**src/rtl/simd_slice_pkg.sv**
```systemverilog
`timescale 1ns/1ps
package simd_slice_pkg;

    // Element width code carried on width_sel.
    typedef enum logic [1:0] {
        EW_8  = 2'b00,
        EW_16 = 2'b01,
        EW_32 = 2'b10,
        EW_64 = 2'b11
    } elem_width_e;

    // Number of narrowest lanes that one element of the given width covers.
    function automatic int unsigned lanes_per_elem(elem_width_e w);
        return 32'd1 << w;
    endfunction

    // True when slot index s is the lowest lane of its element group.
    function automatic logic slot_carries(int unsigned s, elem_width_e w);
        return (s % lanes_per_elem(w)) == 0;
    endfunction

    // Mask of word bits that some slice reads, for a given lane geometry.
    function automatic logic [1023:0] read_bits_mask(int unsigned word_w,
                                                     int unsigned lane_w,
                                                     int unsigned lo,
                                                     int unsigned hi);
        logic [1023:0] m;
        m = '0;
        for (int unsigned b = 0; b < word_w; b++) begin
            if ((b % lane_w) >= lo && (b % lane_w) < hi) begin
                m[b] = 1'b1;
            end
        end
        return m;
    endfunction

endpackage

```
**src/rtl/lane_extract.sv**
```systemverilog
`timescale 1ns/1ps
module lane_extract #(
    parameter int unsigned WORD_W   = 64,
    parameter int unsigned LANE_W   = 8,
    parameter int unsigned SLICE_LO = 3,
    parameter int unsigned SLICE_HI = 6,
    localparam int unsigned NSLOT   = WORD_W / LANE_W,
    localparam int unsigned SW      = SLICE_HI - SLICE_LO
) (
    input  logic [WORD_W-1:0]   word_in,
    output logic [NSLOT*SW-1:0] raw_slots
);
    import simd_slice_pkg::*;

    localparam logic [1023:0] READ_MASK_WIDE =
        read_bits_mask(WORD_W, LANE_W, SLICE_LO, SLICE_HI);
    localparam logic [WORD_W-1:0] READ_MASK = READ_MASK_WIDE[WORD_W-1:0];

    // Every lane position yields the slice taken from its own base bit.
    // For a wide element the lowest lane base equals the element base.
    for (genvar j = 0; j < NSLOT; j++) begin : g_lane
        assign raw_slots[j*SW +: SW] = word_in[j*LANE_W + SLICE_LO +: SW];
    end

    // Bits outside every slice are deliberately left out of the datapath.
    logic unused_outside;
    assign unused_outside = ^(word_in & ~READ_MASK);

endmodule

```
**src/rtl/slot_placer.sv**
```systemverilog
`timescale 1ns/1ps
module slot_placer #(
    parameter int unsigned NSLOT = 8,
    parameter int unsigned SW    = 3
) (
    input  simd_slice_pkg::elem_width_e width,
    input  logic [NSLOT*SW-1:0]         raw_slots,
    output logic [NSLOT*SW-1:0]         placed_slots,
    output logic [NSLOT-1:0]            carrier_mask
);
    import simd_slice_pkg::*;

    for (genvar j = 0; j < NSLOT; j++) begin : g_slot
        logic keep;
        always_comb begin
            keep = slot_carries(j, width);
        end
        assign carrier_mask[j]          = keep;
        assign placed_slots[j*SW +: SW] = keep ? raw_slots[j*SW +: SW] : '0;
    end

endmodule

```
**src/rtl/slicer_stage.sv**
```systemverilog
`timescale 1ns/1ps
module slicer_stage #(
    parameter int unsigned DW         = 32,
    parameter bit          REGISTERED = 1'b1
) (
    input  logic          clk,
    input  logic          rst,
    input  logic [DW-1:0] d,
    output logic [DW-1:0] q
);
    if (REGISTERED) begin : g_reg
        always_ff @(posedge clk) begin
            if (rst) begin
                q <= '0;
            end else begin
                q <= d;
            end
        end
    end else begin : g_thru
        assign q = d;
        logic unused_ctrl;
        assign unused_ctrl = clk ^ rst;
    end

endmodule

```
**src/rtl/bitfield_slicer.sv**
```systemverilog
`timescale 1ns/1ps
module bitfield_slicer #(
    parameter int unsigned WORD_W       = 64,
    parameter int unsigned LANE_W       = 8,
    parameter int unsigned SLICE_LO     = 3,
    parameter int unsigned SLICE_HI     = 6,
    parameter bit          REGISTER_OUT = 1'b1,
    localparam int unsigned NSLOT       = WORD_W / LANE_W,
    localparam int unsigned SW          = SLICE_HI - SLICE_LO,
    localparam int unsigned OUT_W       = NSLOT * SW
) (
    input  logic              clk,
    input  logic              rst,
    input  logic [1:0]        width_sel,
    input  logic [WORD_W-1:0] word_in,
    output logic [OUT_W-1:0]  slots_out,
    output logic [NSLOT-1:0]  slot_valid
);
    import simd_slice_pkg::*;

    // Parameter legality: slice inside the narrowest lane, eight-lane grid.
    if (!(SLICE_LO < SLICE_HI && SLICE_HI <= LANE_W)) begin : g_bad_bounds
        $error("bitfield_slicer: slice bounds must satisfy LO < HI <= LANE_W");
    end
    if (NSLOT != 8 || WORD_W % LANE_W != 0) begin : g_bad_grid
        $error("bitfield_slicer: word must split into exactly eight lanes");
    end

    typedef struct packed {
        logic [OUT_W-1:0] data;
        logic [NSLOT-1:0] mask;
    } slicer_res_t;

    elem_width_e      width;
    logic [OUT_W-1:0] raw_slots;
    slicer_res_t      res_d;
    slicer_res_t      res_q;

    assign width = elem_width_e'(width_sel);

    lane_extract #(
        .WORD_W  (WORD_W),
        .LANE_W  (LANE_W),
        .SLICE_LO(SLICE_LO),
        .SLICE_HI(SLICE_HI)
    ) u_extract (
        .word_in  (word_in),
        .raw_slots(raw_slots)
    );

    slot_placer #(
        .NSLOT(NSLOT),
        .SW   (SW)
    ) u_place (
        .width       (width),
        .raw_slots   (raw_slots),
        .placed_slots(res_d.data),
        .carrier_mask(res_d.mask)
    );

    slicer_stage #(
        .DW        ($bits(slicer_res_t)),
        .REGISTERED(REGISTER_OUT)
    ) u_stage (
        .clk(clk),
        .rst(rst),
        .d  (res_d),
        .q  (res_q)
    );

    assign slots_out  = res_q.data;
    assign slot_valid = res_q.mask;

endmodule

```
**config.mk**
```make
export PLATFORM = sky130hd
export DESIGN_NAME = bitfield_slicer
export DESIGN_NICKNAME = d
export VERILOG_FILES = /design/src/rtl/simd_slice_pkg.sv /design/src/rtl/lane_extract.sv /design/src/rtl/slot_placer.sv /design/src/rtl/slicer_stage.sv /design/src/rtl/bitfield_slicer.sv
export SDC_FILE = /design/constraint.sdc
export NUM_CORES = 1
export LEC_CHECK = 0
export ABC_AREA = 1
export BUFFER_PORTS_ARGS = -buffer_cell sky130_fd_sc_hd__buf_2
export CAP_MARGIN = 20
export CORE_MARGIN = 4
export CORE_UTILIZATION = 35
export DETAILED_ROUTE_END_ITERATION = 10
export HOLD_SLACK_MARGIN = 0.08
export PLACE_DENSITY_LB_ADDON = 0.3
export SETUP_SLACK_MARGIN = 0.02
export SLEW_MARGIN = 20
export SYNTH_ARGS = -nofsm -noshare
export SYNTH_HDL_FRONTEND = slang
export SYNTH_SLANG_ARGS = --single-unit
```
**constraint.sdc**
```tcl
create_clock -name clk -period 11.5 [get_ports clk]
set_input_delay 0.575 -clock clk [delete_from_list [all_inputs] [get_ports clk]]
set_output_delay 0.575 -clock clk [all_outputs]
set_load 0.005 [all_outputs]
```
==> results.cfg <==
[global_route]
overflow = 0
antenna_found_initial = 0
grt_max_degree = 30
grt_pass1_wl_mm = 38.90
grt_pass1_vias = 8440
groute.usage.overall_pct = 22.33

[route]
routed_wirelength_mm = 26.90
drt_iter0_markers = 680
via_count = 9471
detail-route-antenna-nets = 0
route.detailed.drc = 0
firstDrtPassIters = 6
drt-wirelength-per-cell_um = 14.67
post_drt_via_cell_ratio = 5.167

[sta]
fin_tns_setup_ns = -1.590
hold_viol_final = 0
rsz0062_at_grt = true
fin_ws_ns = -0.4254
setup_viol = 4
period_minus_slack_ns = 11.93
fmax_mhz = 83.85
relSlewSlack_pct = 53.54
drv_slew = 0
worst_slew_pin_slew_ns = 0.6881
min_period_over_period_pct = 103.7

[worst_setup_path]
cp.required_ns = 11.70
critPathMaxFanout = 8
worst-path-buf-inv = 27
crit_path_max_incr_delay_ns = 0.22
path_class = in -> reg
crit_arrival_ns = 12.12
crit_family = simple AND/OR/NAND/NOR gates
cp-start-kind = input pin
slowest_stage = ha_4
cpMostUsedCell = buf_4
endpoint_kind = register

[hold_path]
worstHoldPathType = in -> reg
hold_end = u_stage.q[4]$_SDFF_PP0_
min_from = rst
worstHoldPathCells = 2

[logic_synthesis]
yosys-top-cells-area = nand2_1, inv_1, nor2_1, dfxtp_1, nand3_1
ys_warn_count = 0
ys_seq_area_share_pct = 8.896
async_reset_ff_share_pct = 0
syn_inst = 1200
synthFlopType = dfxtp_1
avgSynthCellArea_um2 = 5.439
syn_area_mm2 = 0.006526
yosysTopAreaCellShare_pct = 18.17
synth_cell_types = 55
yosysTopAreaCell = nand2_1
synth_common_cells = nand2_1, inv_1, nor2_1
yosysMostFrequentCell = nand2_1
synth_nets = 1284
synth-edff-count = 0
synth-seq-cells = 29

[placement]
gp_congestion = 0.9277
dp_hpwl_mm = 18.57
dp.cells = 1740
placed_cell_area_mm2 = 0.009041
place_ws_ns = -0.7551
io_buffer_count = 59

[pwr]
p_leak_nw = 5.602
p_clk_share_pct = 13.3
p_total_uw = 926.6
power_frac_comb_pct = 75.4
sw_frac_of_total_pct = 47.02
internal-power_uw = 491.0
power_per_cell_area_mw_per_mm2 = 83.76
ir_drop_v = 0.00007509
switchingPower_uw = 435.7
pwr-share-seq_pct = 11.3

[finish]
area_growth_pct = 69.52
top_regs = u_stage.q (29)
largest_register_ff_count = 29
final_area_mm2 = 0.01106
largest-register = u_stage.q
fin_cells = 1833
drive_above_1_share_pct = 46.51
insertedDiodeCount = 0
nNetsFinal = 1688

[clock_tree]
cts_tree = done
clk_pin_slew_ns = 0.05
cts_made_buffers = 5
cts_num_sinks = 29
clock_path_buffers = 2
ctsHtreeMaxLevel = 2
cts-root-buf = clkbuf_16

[floorplanning]
initial_core_util_pct = 35.96
die-area_mm2 = 0.02089
num_rows = 49
core-area_mm2 = 0.01815
die_height_um = 144.6
fp.dieW_um = 144.6
io_pins = 100

[status]
failed_checks = negative setup slack
status = finished with violations

[flow_run]
cap_violations = 0
## routing by layer
layer | share of wire [%] | global-route usage (%) | vias to the layer above | wire length (um)
li1 | - | - | 4709 | -
met5 | 0 | 0 | - | 0
met2 | 50 | 39.75 | 365 | 13370
met3 | 5.3 | 1.885 | 102 | 1423
met4 | 4.0 | 5.989 | 0 | 1084
met1 | 41 | 28.89 | 4295 | 11020
## repair_timing
| action | 4_1_cts | 5_1_grt |
|---|---|---|
| hold buffers | 0 | 0 |
| hold endpoints to repair | 0 | 0 |
| resized for setup | 63 | 237 |
| setup buffers | 40 | 42 |
| pin swaps | 32 | 115 |
| gates cloned | 4 | 0 |
| endpoints found under the setup margin | 4 | 8 |
## worst max path at each step
stage | start | end | slack, ns | cells after the start
after floorplan | width_sel[1] | u_stage.q[10]$_SDFF_PP0_ | 0.05 | 103
final | width_sel[1] | u_stage.q[8]$_SDFF_PP0_ | -0.43 | 103
after detailed placement | width_sel[1] | u_stage.q[8]$_SDFF_PP0_ | -0.76 | 99
after global routing | width_sel[0] | u_stage.q[8]$_SDFF_PP0_ | -1.14 | 108
after CTS | width_sel[1] | u_stage.q[8]$_SDFF_PP0_ | -0.0009 | 106
after global placement | width_sel[1] | u_stage.q[9]$_SDFF_PP0_ | -0.57 | 104
## per-stage QoR
| stage | hold WS, ns | utilization (%) |
|---|---|---|
| after global placement | 0.7722 | 49.82 |
| after floorplan | 0.6530 | - |
| after CTS | 0.4962 | 53.87 |
| after detailed placement | 0.7734 | 49.82 |
| after global routing | 0.5078 | 60.96 |
| final | 0.5058 | 60.96 |
## area by class of cell
type | instances | area (um2)
fill | 1604 | 7084
multi-input combinational | 947 | 6121
timing repair buffer | 427 | 3161
inverter | 194 | 772.0
sequential | 29 | 580.6
tap | 229 | 286.5
clock buffer | 7 | 142.6
## power by group through the flow
stage	Clock, mW	Sequential, mW	Combinational (mW)
3_5_place_dp	0	0.107	0.553
2_1_floorplan	0	0.107	0.319
5_1_grt	0.130	0.105	0.757
4_1_cts	0.125	0.105	0.590
6_report	0.124	0.105	0.698
3_3_place_gp	0	0.106	0.546
## cells by family after synthesis
logic type | synth area share, %
AND/OR/NAND/NOR | 57.30
buffers and inverters | 14.51
AO/OA/AOI/OAI | 13.96
flip-flops | 8.896
XOR/XNOR | 2.262
adder cells (fa/ha/maj) | 3.067
## cell usage in the layout (no fill, tap or decap), types with 38 or more instances in the layout
| master | count |
|---|---|
| buf_2 | 57 |
| buf_4 | 351 |
| inv_1 | 153 |
| nand2_1 | 248 |
| nand2_2 | 69 |
| nand3_1 | 60 |
| nand3_2 | 38 |
| nand4_1 | 47 |
| nor2_1 | 133 |
| o21ai_0 | 59 |
(Power assumes the default switching activity.)
